File: src/rtl/irq_res_pkg.sv
package irq_res_pkg;
    localparam int IRQ_W = 32;
    localparam int LVL_W = 5;

    typedef struct packed {
        logic [IRQ_W-1:0] swreq;
        logic [LVL_W-1:0] ipl;
        logic [IRQ_W-1:0] summary;
        logic [LVL_W-1:0] intid;
        logic             take;
        logic             armed;
    } res_state_t;
endpackage

File: src/rtl/irq_scan.sv
module irq_scan #(
    parameter int W     = 32,
    parameter int LVL_W = 5,
    parameter int LO    = 4,
    parameter int HI    = 18,
    parameter int BASE  = 1
) (
    input  logic [W-1:0]     req,
    output logic [LVL_W-1:0] level,
    output logic [W-1:0]     hits
);
    localparam logic [W-1:0] RANGE =
        W'(((64'd1 << (HI + 1)) - 64'd1) & ~((64'd1 << LO) - 64'd1));

    logic unused_req;
    assign unused_req = ^(req & ~RANGE);

    // ascending scan: the last (highest) set bit wins
    always_comb begin
        level = '0;
        hits  = '0;
        for (int i = LO; i <= HI; i++) begin
            if (req[i]) begin
                level   = LVL_W'(i - LO + BASE);
                hits[i] = 1'b1;
            end
        end
    end
endmodule

File: src/rtl/irq_pick.sv
module irq_pick #(
    parameter int LVL_W = 5
) (
    input  logic [LVL_W-1:0] sw_level,
    input  logic [LVL_W-1:0] ext_level,
    input  logic [LVL_W-1:0] ipl,
    output logic [LVL_W-1:0] level,
    output logic             fire
);
    always_comb begin
        level = (ext_level != '0) ? ext_level : sw_level;
        fire  = (level != '0) && (level > ipl);
    end
endmodule

File: src/rtl/irq_level_resolver.sv
module irq_level_resolver
    import irq_res_pkg::*;
#(
    parameter int SW_LO  = 4,
    parameter int SW_HI  = 18,
    parameter int EXT_LO = 20,
    parameter int EXT_HI = 31
) (
    input  logic             clk,
    input  logic             rst_n,
    input  logic             sw_wr,
    input  logic [IRQ_W-1:0] sw_wdata,
    input  logic             ipl_wr,
    input  logic [IRQ_W-1:0] ipl_wdata,
    input  logic [IRQ_W-1:0] ext_irq,
    input  logic             eval,
    input  logic             exc_return,
    output logic             take_o,
    output logic [IRQ_W-1:0] summary_o,
    output logic [LVL_W-1:0] intid_o,
    output logic [LVL_W-1:0] ipl_o,
    output logic [IRQ_W-1:0] swreq_o
);
    localparam logic [IRQ_W-1:0] SW_MASK =
        IRQ_W'(((64'd1 << (SW_HI + 1)) - 64'd1) & ~((64'd1 << SW_LO) - 64'd1));

    res_state_t st_d, st_q;

    logic [LVL_W-1:0] sw_level, ext_level, win_level;
    logic [IRQ_W-1:0] sw_hits, ext_hits;
    logic             fire;

    logic unused_ipl;
    assign unused_ipl = ^ipl_wdata[IRQ_W-1:LVL_W];

    irq_scan #(.W(IRQ_W), .LVL_W(LVL_W), .LO(SW_LO), .HI(SW_HI), .BASE(1)) u_sw_scan (
        .req   (st_q.swreq),
        .level (sw_level),
        .hits  (sw_hits)
    );

    irq_scan #(.W(IRQ_W), .LVL_W(LVL_W), .LO(EXT_LO), .HI(EXT_HI), .BASE(EXT_LO)) u_ext_scan (
        .req   (ext_irq),
        .level (ext_level),
        .hits  (ext_hits)
    );

    irq_pick #(.LVL_W(LVL_W)) u_pick (
        .sw_level  (sw_level),
        .ext_level (ext_level),
        .ipl       (st_q.ipl),
        .level     (win_level),
        .fire      (fire)
    );

    always_comb begin
        st_d      = st_q;
        st_d.take = 1'b0;
        if (sw_wr)
            st_d.swreq = sw_wdata & SW_MASK;
        if (ipl_wr)
            st_d.ipl = ipl_wdata[LVL_W-1:0];
        if (eval && st_q.armed) begin
            st_d.armed = 1'b0;
            if (fire) begin
                st_d.take    = 1'b1;
                st_d.summary = sw_hits | ext_hits;
                st_d.intid   = win_level;
            end
        end
        if (exc_return)
            st_d.armed = 1'b1;
    end

    always_ff @(posedge clk) begin
        if (!rst_n) begin
            st_q       <= '0;
            st_q.armed <= 1'b1;
        end else begin
            st_q <= st_d;
        end
    end

    assign take_o    = st_q.take;
    assign summary_o = st_q.summary;
    assign intid_o   = st_q.intid;
    assign ipl_o     = st_q.ipl;
    assign swreq_o   = st_q.swreq;
endmodule

File: config.mk
export PLATFORM = sky130hd
export DESIGN_NAME = irq_level_resolver
export DESIGN_NICKNAME = d
export VERILOG_FILES = /design/src/rtl/irq_res_pkg.sv /design/src/rtl/irq_scan.sv /design/src/rtl/irq_pick.sv /design/src/rtl/irq_level_resolver.sv
export SDC_FILE = /design/constraint.sdc
export NUM_CORES = 1
export LEC_CHECK = 0
export ABC_AREA = 1
export BUFFER_PORTS_ARGS = -buffer_cell sky130_fd_sc_hd__clkbuf_2
export CAP_MARGIN = 20
export CORE_MARGIN = 2
export CORE_UTILIZATION = 33
export CTS_CLUSTER_DIAMETER = 200
export DETAILED_ROUTE_END_ITERATION = 12
export SETUP_SLACK_MARGIN = 0.4
export SLEW_MARGIN = 25
export SYNTH_ARGS = -nofsm -noshare
export SYNTH_HDL_FRONTEND = slang
export SYNTH_HIERARCHICAL = 1
export SYNTH_SLANG_ARGS = --single-unit
File: constraint.sdc
create_clock -name clk -period 4.7 [get_ports clk]
set_clock_uncertainty 0.05 [all_clocks]
set_input_delay 0.705 -clock clk [delete_from_list [all_inputs] [get_ports clk]]
set_output_delay 0.705 -clock clk [all_outputs]
set_load 0.005 [all_outputs]
# After elaboration in Yosys (flattened, before gate mapping)

Cells that the tools add are included.

Register bits: 59
Bits of input ports: 102
Output and inout port bits: 75
Word-level logic and storage cells: 72

$lt $le $gt $ge: 1
Muxes and demuxes: 56
Bitwise gates (word level): 2
Reductions and logical operators: 7

Operator list:

| kind              | count |
|---|---|
| $mux 5            | 27 |
| $or 19x32->32     | 1 |
| $mux 1            | 29 |
| $reduce_bool 5->1 | 2 |
| $gt 5x5->1        | 1 |
| $reduce_and 2->1  | 2 |
| $logic_and 1x1->1 | 2 |
| $reduce_or 2->1   | 1 |
| $not 1->1         | 1 |

# Logic depth before layout (Yosys ltp)

Gate-level depths: netlist of the first run.

Depth after elaboration: 19
Mapped depth: 30
Depth with buffers taken out: 28

# Cells and area by module

Netlist of the first run, hierarchy kept.

By module, submodules not included:

| module                 | times used | cells each | area an instance (µm²) | seq. area each (µm²) |
|---|---|---|---|---|
| irq_level_resolver     | 1          | 499        | 3176.8                 | 1181.1 |
| irq_scan at u_sw_scan  | 1          | 75         | 419.2                  | 0.0 |
| irq_scan at u_ext_scan | 1          | 67         | 389.1                  | 0.0 |
| irq_pick               | 1          | 43         | 236.5                  | 0.0 |

# Worst setup path after synthesis of the first run

Ideal clock, no wire load.

Path type: input to register
Start point: input ext_irq[22]
End point: register st_q, in the netlist summary_o[0]
Library setup time: 113 ps
Data arrival time: 2751 ps
Data required time: 4537 ps
Path slack: 1786 ps
Cell stages on the path: 28
Buffers on the path: 2
Cells stage by stage: inv_1 -> nand2_1 -> nand2_1 -> nand2_1 -> nand2_1 -> nand2_1 -> nand2_1 -> nand2_1 -> nand2_1 -> nand2_1 -> nand2_1 -> nor2_2 -> nand3_1 -> nor2_1 -> nor2_1 -> inv_1 -> ha_1 -> nand2_1 -> nor3_1 -> nor2_1 -> a21oi_2 -> nand2_1 -> inv_1 -> nand3_2 -> buf_6 -> buf_2 -> nor2_1 -> nor2_1

Longest elaborated chain between the ends: 15
Elaborated cells between the ends (all ways): 16
Those cells by class: order compare (1); mux (11); reduce/logical (4)

Ends and longest elaborated chain:

| what                                                   | RTL line                 | text |
|---|---|---|
| start, declared                                        | irq_level_resolver.sv:15 | `input logic [IRQ_W-1:0] ext_irq,` |
| $mux 5 * (10 in series)                                | irq_scan.sv:23           | `if (req[i]) begin` |
| net ext_level[0]                                       | irq_level_resolver.sv:29 | `logic [LVL_W-1:0] sw_level, ext_level, win_level;` |
| $reduce_bool 5->1 *                                    | irq_pick.sv:11           | `level = (ext_level != '0) ? ext_level : sw_level;` |
| $mux 5 *                                               | irq_pick.sv:11           |  |
| net win_level[1]                                       | irq_level_resolver.sv:29 |  |
| $gt 5x5->1 / $reduce_bool 5->1 (equally long branches) | irq_pick.sv:12           | `fire = (level != '0) && (level > ipl);` |
| $logic_and 1x1->1 *                                    | irq_pick.sv:12           |  |
| net fire                                               | irq_level_resolver.sv:31 | `logic fire;` |
| $reduce_and 2->1 (no line) *                           | -                        |  |
| end signal, assigned                                   | irq_level_resolver.sv:80 | `st_q <= st_d;` |
| end, declared                                          | irq_level_resolver.sv:27 | `res_state_t st_d, st_q;` |

Mark *: on every way through the listed nets, which the timed path passes. The rest lies on a longest branch.
A chain may end at the register's enable or synchronous reset.

# Final worst setup path of the first run

Start point: input ext_irq[28]
End point: register st_q, in the netlist summary_o[9]

Longest elaborated chain between the ends: 9
Elaborated cells between the ends (all ways): 10
Those cells by class: order compare (1); mux (5); reduce/logical (4)

Ends and longest elaborated chain:

| what                                                   | RTL line |
|---|---|
| $mux 5 * (4 in series)                                 | irq_scan.sv:23 |
| net ext_level[2]                                       | irq_level_resolver.sv:29 |
| $reduce_bool 5->1                                      | irq_pick.sv:11 |
| $mux 5 *                                               | irq_pick.sv:11 |
| net win_level[2]                                       | irq_level_resolver.sv:29 |
| $gt 5x5->1 / $reduce_bool 5->1 (equally long branches) | irq_pick.sv:12 |
| $logic_and 1x1->1 *                                    | irq_pick.sv:12 |
| net fire                                               | irq_level_resolver.sv:31 |
| $reduce_and 2->1 (no line) *                           | - |

Marks and branches as above.

==> results of run 1 <==
## critical path: stages
cell and delay [ns]:
clkbuf_2 0.10, nor4_2 0.38, o21ai_1 0.17, nor2_2 0.22, nand4_1 0.11, nand2_1 0.17
ha_1 0.27, a21oi_1 0.12, o21ai_0 0.08, nor2_1 0.12, a21oi_2 0.04, nand2_1 0.06
inv_1 0.04, nand3_2 0.07, buf_4 0.38, nand2_1 0.10, nand2_1 0.08, nor2_1 0.04
## metrics by stage
stage                     total power (uW)  setup WS, ns  cell area [um2]
after floorplan                        837          1.79             4420
after global placement                 817          1.29             3990
after detailed placement               818          1.28             3990
after CTS                             1470          1.61             4290
after global routing                  1550          1.20             4290
final                                 1440          1.62             4290
## routing by layer
layer / wire, um / track usage (%) / vias to the layer above
li1: - / - / 1790
met2: 3260 / 19.7 / 68
met3: 485 / 4.53 / 10
met4: 132 / 5.18 / 0
met5: 0 / 0 / -
met1: 3550 / 13.6 / 1278
## cell type report
| class | count | share of cell area, % |
|---|---|---|
| multi-input combinational | 379 | 36.4 |
| sequential | 59 | 27.6 |
| inverter | 143 | 12.5 |
| timing repair buffer | 98 | 11.6 |
| clock buffer | 15 | 6.72 |
| tap | 172 | 5.02 |
| clock inverter | 1 | 0.117 |
## registers in the layout, indices dropped and copies added, names as in the netlist
| register | count |
|---|---|
| swreq_o | 15 |
| summary_o | 32 |
| take_o | 1 |
| st_q | 1 |
| intid_o | 5 |
| ipl_o | 5 |
## final timing paths
path / startpoint / to / cells past startpoint
worst max-delay path: ext_irq[28] / summary_o[9] / 18
worst max register to register: swreq_o[8] / intid_o[2] / 22
worst min-delay path: st_q[0] / st_q[0] / 2
worst min register to register: st_q[0] / st_q[0] / 2
## placed cells by master (no fill, tap or decap), types with 3 or more instances in the layout
master and n:
clkbuf_16 9, buf_4 3, o21ai_0 23, dfxtp_1 59, clkbuf_2 95, conb_1 55, nand2_1 140, nand3_1 14
clkbuf_8 4, inv_1 134, nand4_1 3, ha_1 5, nor2_1 125, inv_2 9
## cells by family (layout without fill, tap and decap cells)
family,count (synthesis),count (layout),synth area share (%)
AND/OR/NAND/NOR,292,292,27.3
other,3,55,0.267
flip-flops,59,59,28.0
adder cells (fa/ha/maj),5,5,1.48
buffers and inverters,298,257,39.7
AO/OA/AOI/OAI,27,27,3.29
## power groups by stage
stage               logic, uW  clock network (uW)  registers [uW]
finish                    231                 635             574
global route              279                 687             580
CTS                       235                 661             575
detailed placement        233                   0             585
global placement          233                   0             584
floorplan                 261                   0             575
==> results.md, run 1 <==
* CP Max Fanout at 40
* Share of cells above drive strength 1 at 18.4%
* # setup viols final at 0
* F_max at 0.325 GHz
* Min Hold Slack at 0.422 ns
* Yosys top cell by area: dfxtp_1
* Post-CTS Setup Bufs at 0
* Iteration-0 DRC Markers at 150
* Clock network fraction of design power at 44.1%
* Worst vdd ir at 0.000113 V
* Period utilization at 65.5%
* Number of synthesized flops with an enable pin at 0
* FF-to-FF setup slack at about 1.9 ns
* Final Wtd Congestion at around 0.74
* Status: completed
* Post-CTS sizing at 0
* CP required at around 4.9 ns
* Count leader, synth: nand2_1
* Total number of vias at 3,146
* Seq cells post-synth at 59
* Diodes inserted at 0
* Post-Route WL at roughly 7400 um
* CORE AREA at 12,600 um2
* Sequential Area at 1180 um2
* Final ANT Viol Nets at 0
* Critical Setup Path Class: in -> reg
* Share of the synthesized area in the top cell type at ~28%
* Clock Sinks at 59
* Largest net degree at the start of global routing at 41
* RSZ-0062 raised after global routing: no
* Initial Util at 33.6%
* Synth cell count leaders: nand2_1, buf_4, inv_1
* P_int at 1050 uW
* Hold_buf cts at 0
* Fillcell total at 1,450
* Initial antenna violation count at 0
* CP startpoint kind: primary input
* I/O Buffers at 95
* P&R area growth vs syn at 1.51%
* # rows at 41
* Clock-pin slew on the worst setup and hold paths at 0.05 ns
* Vias in the first global route at 2,788
* TritonRoute pass-1 iters at 4
* Leak pwr at around 0.0024 uW
* Gr usage total at 11.9%
* Fin cells at 867
* GRT Residual Overflow at 0
* Die area at around 14,000 um2
* Max-Cap Viols at 0
* Global-route wire length before repair at 12,300 um
* Setup total negative slack at 0 ns
* Nets at 797
* Num CTS Buffers at 9
* Ys Warns at 6
* Pwr Density at around 340 nW/um2
* Sequential share of power at roughly two fifths
* Switching Fraction at 26.9%
* Crit path capture type: flip-flop
* Worst-Skew Late Latency at 0.33 ns
* Die height at 117 um
* Die W at 117 um
* Hold Vio Cnt, Final at 0
* Most used DFF post-synth: dfxtp_1
* P_sw at 387 uW
* Via-per-instance ratio at 3.63
* DRC at 0
* H-tree level count at 3
* Slew Limit Fails at 0
* CTS tree: done
* Async S/R FF share, synth at 0%
* Wire per inst at roughly 8.6 um
* Mean post-synth cell area at 6.17 um2
* Max clock buf depth at 2
* HP Class: reg -> reg
* Dpl cells at 851
* Sequential area share after synthesis at between 20 and 30%
* Top cells by area, synth: dfxtp_1, buf_4, nand2_1
* Post-DP HPWL at between 5000 and 6000 um
* Final Critical Period at 3.08 ns
* Logic pwr share at 16.0%
* Worst EP arrival at 3.25 ns
* Final Core Density at 34.1%
* Mapped Cells at 684
* Area of the multi-input gates at 1560 um2
* CTS root buffer: clkbuf_16
* Number of library cell types mapped by synthesis at 23
* Mapped Area at ~4200 um2
* Top-level I/O count at around 180
Power figures use the tool's default switching activity.
==> run 2, diff against run 1 <==
- clock period: 4.7 -> 2.6 ns (I/O delays scaled with it)
==> results.md, run 2 (synthesis results as in run 1) <==
* Post-DP HPWL at 5720 um (was 5580 um)
* Worst EP arrival at 2.93 ns (was 3.25 ns)
* I/O Buffers at 95 (unchanged)
* Area of the multi-input gates at 1770 um2 (was 1560 um2)
* Total number of vias at 3,380 (was 3,146)
* Post-layout worst setup margin at -0.112 ns (was 1.62 ns)
* Worst-Skew Late Latency at 0.33 ns (about the same)
* Critical Setup Path Class: reg -> reg (was in -> reg)
* CP startpoint kind: flip-flop (was primary input)
* CTS root buffer: clkbuf_16 (unchanged)
* Final ANT Viol Nets at 0 (unchanged)
* Final Critical Period at 2.71 ns
* Dpl cells at 887 (was 851)
* Slew headroom at 63.0%
* CP required at 2.82 ns (was 4.88 ns)
* Sequential Area at 1190 um2 (was 1180 um2)
* Fin cells at 919 (was 867)
* Failing checks: negative setup slack
* Critical path's slowest cell: dfxtp_2 (was nor4_2)
* Initial antenna violation count at 0 (unchanged)
* Commonest non-fill, non-tap cell in the layout: inv_1 (was nand2_1)
* Initial Util at 33.6% (unchanged)
* Share of cells above drive strength 1 at 32.3% (was 18.4%)
* Worst vdd ir at 0.000315 V (was 0.000113 V)
* Nets at 849 (was 797)
* Top-level I/O count at 177 (unchanged)
* CORE AREA at 12,600 um2 (unchanged)
* F_max at 0.369 GHz
* Die W at 117 um (unchanged)
* Slew Limit Fails at 0 (unchanged)
* Leak pwr at 0.00280 uW (was 0.00245 uW)
* Die height at 117 um (unchanged)
* Gr usage total at 12.3% (was 11.9%)
* Status: finished with violations (was completed)
* Worst Tran Pin Value at about 0.56 ns
* Max clock buf depth at 2 (unchanged)
* Clock-pin slew on the worst setup and hold paths at 0.05 ns (about the same)
* P&R area growth vs syn at 21.8% (was 1.51%)
* Wire per inst at 9.73 um (was 8.57 um)
* RSZ-0062 raised after global routing: yes (was no)
* # setup viols final at 37 (was 0)
* Via-per-instance ratio at 3.68 (was 3.63)
* Crit path capture type: flip-flop (unchanged)
* H-tree level count at 3 (unchanged)
* Pwr Density at 568 nW/um2 (was 336 nW/um2)
* Largest net degree at the start of global routing at 41 (unchanged)
* Iteration-0 DRC Markers at 135 (was 150)
* Period utilization at 104%
* Vias in the first global route at 2,795 (was 2,788)
* Diodes inserted at 0 (unchanged)
* Final Core Density at 40.9% (was 34.1%)
* Hold Vio Cnt, Final at 0 (unchanged)
* Post-Route WL at 8950 um (was 7430 um)
* Max reg flops at 32 (unchanged)
* TritonRoute pass-1 iters at 6 (was 4)
* Global-route wire length before repair at 12,900 um (was 12,300 um)
* Overall Power at 2920 uW (was 1440 uW)
* Clock Sinks at 59 (unchanged)
* Max-Cap Viols at 0 (unchanged)
* Cell family with most CP delay: simple AND/OR/NAND/NOR gates (unchanged)
* Final Wtd Congestion at 0.753 (was 0.740)
* Fillcell total at 1,345 (was 1,450)
* HP Class: in -> reg (was reg -> reg)
* Num CTS Buffers at 9 (unchanged)
* Most frequent cells in the layout: inv_1, nand2_1, nor2_1 (was nand2_1, inv_1, nor2_1)
* Critical-path cell list: nor2_1 > o21ai_1 > nand3_1 > nand3_1 > nand3_1 > nand3_1 > nand3_2 > inv_1 > nor2_1 > nor2_2 > inv_2 > ha_4 > nand2_2 > nor3_4 > nor2_1 > a21oi_2 > nand2_1 > inv_2 > nand3_4 > buf_12 > clkbuf_16 > nand2_1 > nand2_1 > nor2_1 (was clkbuf_2 > nor4_2 > o21ai_1 > nor2_2 > nand4_1 > nand2_1 > ha_1 > a21oi_1 > o21ai_0 > nor2_1 > a21oi_2 > nand2_1 > inv_1 > nand3_2 > buf_4 > nand2_1 > nand2_1 > nor2_1)
* # rows at 41 (unchanged)
* CTS tree: done (unchanged)
* Die area at 13,700 um2 (unchanged)
* Critical path buffers and inverters at 5 (was 3)
* Crit-path max cell delay at 0.35 ns (was 0.38 ns)
* GRT Residual Overflow at 0 (unchanged)
* DRC at 0 (unchanged)
* CP Max Fanout at 11 (was 40)
* Hold_buf cts at 0 (unchanged)
[run 2: power by group]
part | switching, uW | internal (uW)
clock | 421 | 835
combinational | 330 | 310
sequential | 42.3 | 984
total | 793 | 2130
[run 2: repair_timing]
item	in CTS	in global routing
resized for setup	36	47
pin swaps	10	17
cloned	2	7
endpoints found under the setup margin	38	38
setup buffers	3	4
[run 2: final timing paths]
kind                 startpoint             to  slack [ns]  cells after the start
setup / recovery     swreq_o[7]  summary_o[17]       -0.11                     24
hold / removal       exc_return        st_q[0]        0.22                      3
setup reg to reg     swreq_o[7]  summary_o[17]       -0.11                     24
hold reg to reg   summary_o[14]  summary_o[14]        0.46                      4
[run 2: routing by layer]
metal,vias to the layer above,GRT usage (%),routed length [um]
li1,1897,-,-
met1,1402,14.6,4040
met2,75,20.2,4300
met3,6,5.15,510
met4,0,4.24,94
met5,-,0,0
[run 2: worst min-delay path: stages]
cell      delay [ns]
clkbuf_2        0.08
nor2_1          0.04
o21ai_0         0.05
[run 2: area by class of cell]
class / instances / area share, %
Clock buffer: 11 / 4.53
Clock inverter: 5 / 1.51
Inverter: 143 / 10.6
Multi-Input combinational cell: 379 / 34.5
Sequential cell: 59 / 23.1
Tap cell: 172 / 4.18
Timing Repair Buffer: 150 / 21.6
[run 2: through the flow]
stage               setup TNS [ns]  setup WS (ns)  hold WS [ns]  area (um2)
floorplan                        0         0.0228         0.403        4450
global placement            -15.02         -0.444         0.416        4300
detailed placement          -15.51         -0.465         0.422        4300
CTS                          -3.57         -0.115         0.200        4810
global route                -11.31         -0.331         0.225        5140
finish                       -2.98         -0.112         0.220        5140
==> run 3, diff against run 2 <==
- PLACE_DENSITY: default -> 0.68
==> results.md, run 3 (synthesis results as in run 1) <==
* Post-DP HPWL at 6170 um (was 5720 um)
* Wire per inst at 10.3 um (was 9.73 um)
* Leak pwr at 0.00281 uW (was 0.00280 uW)
* CP required at 2.82 ns (about the same)
* F_max at 0.367 GHz (was 0.369 GHz)
* Overall Power at 2830 uW (was 2920 uW)
* Cell family with most CP delay: simple AND/OR/NAND/NOR gates (unchanged)
* Final Wtd Congestion at 0.719 (was 0.753)
* Die W at 117 um (unchanged)
* Status: finished with violations (unchanged)
* Setup WS pre-CTS at -0.464 ns (was -0.465 ns)
* Max clock buf depth at 2 (unchanged)
* Initial antenna violation count at 0 (unchanged)
* RSZ-0062 raised after global routing: yes (unchanged)
* Post-Route WL at 9450 um (was 8950 um)
* Worst vdd ir at 0.000282 V (was 0.000315 V)
* Final Core Density at 41.4% (was 40.9%)
* Largest net degree at the start of global routing at 27 (was 41)
* P&R area growth vs syn at 23.4% (was 21.8%)
* Clock-pin slew on the worst setup and hold paths at 0.05 ns (about the same)
* Worst Tran Pin Value at 0.640 ns (was 0.555 ns)
* Max reg flops at 32 (unchanged)
* Max-Cap Viols at 0 (unchanged)
* Global-route wire length before repair at 13,800 um (was 12,900 um)
* Worst EP arrival at 2.95 ns (was 2.93 ns)
* Pwr Density at 543 nW/um2 (was 568 nW/um2)
* Gr usage total at 13.4% (was 12.3%)
* Clock Sinks at 59 (unchanged)
* Failing checks: negative setup slack (unchanged)
* Hold Vio Cnt, Final at 0 (unchanged)
* Critical path's slowest cell: dfxtp_2 (unchanged)
* DRC at 0 (unchanged)
* CP Max Fanout at 7 (was 11)
* CTS root buffer: clkbuf_16 (unchanged)
* Final ANT Viol Nets at 0 (unchanged)
* Num CTS Buffers at 9 (unchanged)
* Crit path capture type: flip-flop (unchanged)
* Iteration-0 DRC Markers at 144 (was 135)
* Critical Setup Path Class: reg -> reg (unchanged)
* Most frequent cells in the layout: inv_1, nand2_1, nor2_1 (unchanged)
* Period utilization at 105% (was 104%)
* Slew Limit Fails at 0 (unchanged)
* Min Hold Slack at 0.211 ns (was 0.220 ns)
* # rows at 41 (unchanged)
* Initial Util at 33.6% (unchanged)
* CORE AREA at 12,600 um2 (unchanged)
* Hold_buf cts at 0 (unchanged)
* Via-per-instance ratio at 3.78 (was 3.68)
* Crit-path max cell delay at 0.32 ns (was 0.35 ns)
* Worst-Skew Late Latency at 0.34 ns (was 0.33 ns)
* Share of cells above drive strength 1 at 34.4% (was 32.3%)
* # setup viols final at 37 (unchanged)
* GRT Residual Overflow at 0 (unchanged)
* I/O Buffers at 95 (unchanged)
* CP startpoint kind: flip-flop (unchanged)
* CTS tree: done (unchanged)
* Vias in the first global route at 3,026 (was 2,795)
* Top-level I/O count at 177 (unchanged)
* H-tree level count at 3 (unchanged)
* Commonest non-fill, non-tap cell in the layout: inv_1 (unchanged)
* Dpl cells at 890 (was 887)
* Slew headroom at 57.3% (was 63.0%)
* Nets at 849 (unchanged)
* Final Critical Period at 2.72 ns (was 2.71 ns)
* Worst path most repeated cell: nand2_1
* Critical path buffers and inverters at 6 (was 5)
* Total number of vias at 3,471 (was 3,380)
* Diodes inserted at 0 (unchanged)
* HP Class: in -> reg (unchanged)
* Post-layout worst setup margin at -0.124 ns (was -0.112 ns)
* Die area at 13,700 um2 (unchanged)
* Fin cells at 919 (unchanged)
* TritonRoute pass-1 iters at 5 (was 6)
* Die height at 117 um (unchanged)
-- run 3: area by class of cell --
cell class,count,area (um2)
fillers,1347,7360
multi-input cells,379,1840
flip-flops and latches,59,1180
repair buffers,150,1150
inverters,143,544
clock buffers,14,264
well taps,172,215
clock inverters,2,10.0
-- run 3: power by group --
part           internal, uW  switching [uW]
clock network           694             425
logic                   327             350
registers               985            44.3
-- run 3: worst register-to-register path, delay by kind of cell (launching register included) --
kind / cells / cell delay [ns]
compound gates: 1 / 0.09
fa+ha+maj: 1 / 0.15
buf+inv: 6 / 0.58
flops: 1 / 0.32
simple gates: 21 / 1.49
-- run 3: final timing paths --
check                                    from       endpoint  slack [ns]  cells after the start
worst max-delay path               swreq_o[7]   summary_o[9]       -0.12                     29
worst min-delay path               exc_return        st_q[0]        0.21                      3
worst max register to register     swreq_o[7]   summary_o[9]       -0.12                     29
worst min register to register  summary_o[16]  summary_o[16]        0.46                      4
-- run 3: routing by layer --
layer  share of wire [%]  up-vias  global-route usage, %
met1                  45     1479                   15.8
met2                  47       89                   22.0
li1                    -     1892                      -
met5                   0        -                      0
met3                 6.4       11                   4.17
met4                 2.0        0                   6.82
-- run 3: metrics by stage --
stage	setup TNS (ns)	instance area [um2]
2_1_floorplan	0	4450
3_3_place_gp	-13.90	4320
3_5_place_dp	-15.33	4320
4_1_cts	-3.02	4760
5_1_grt	-13.50	5210
6_report	-3.57	5210
-- run 3: repair_timing --
item                       CTS  global route
pin swaps                    2            30
resized for setup           23            82
cloned                       3             8
buffers inserted             2             0
setup endpoints to repair   38            38
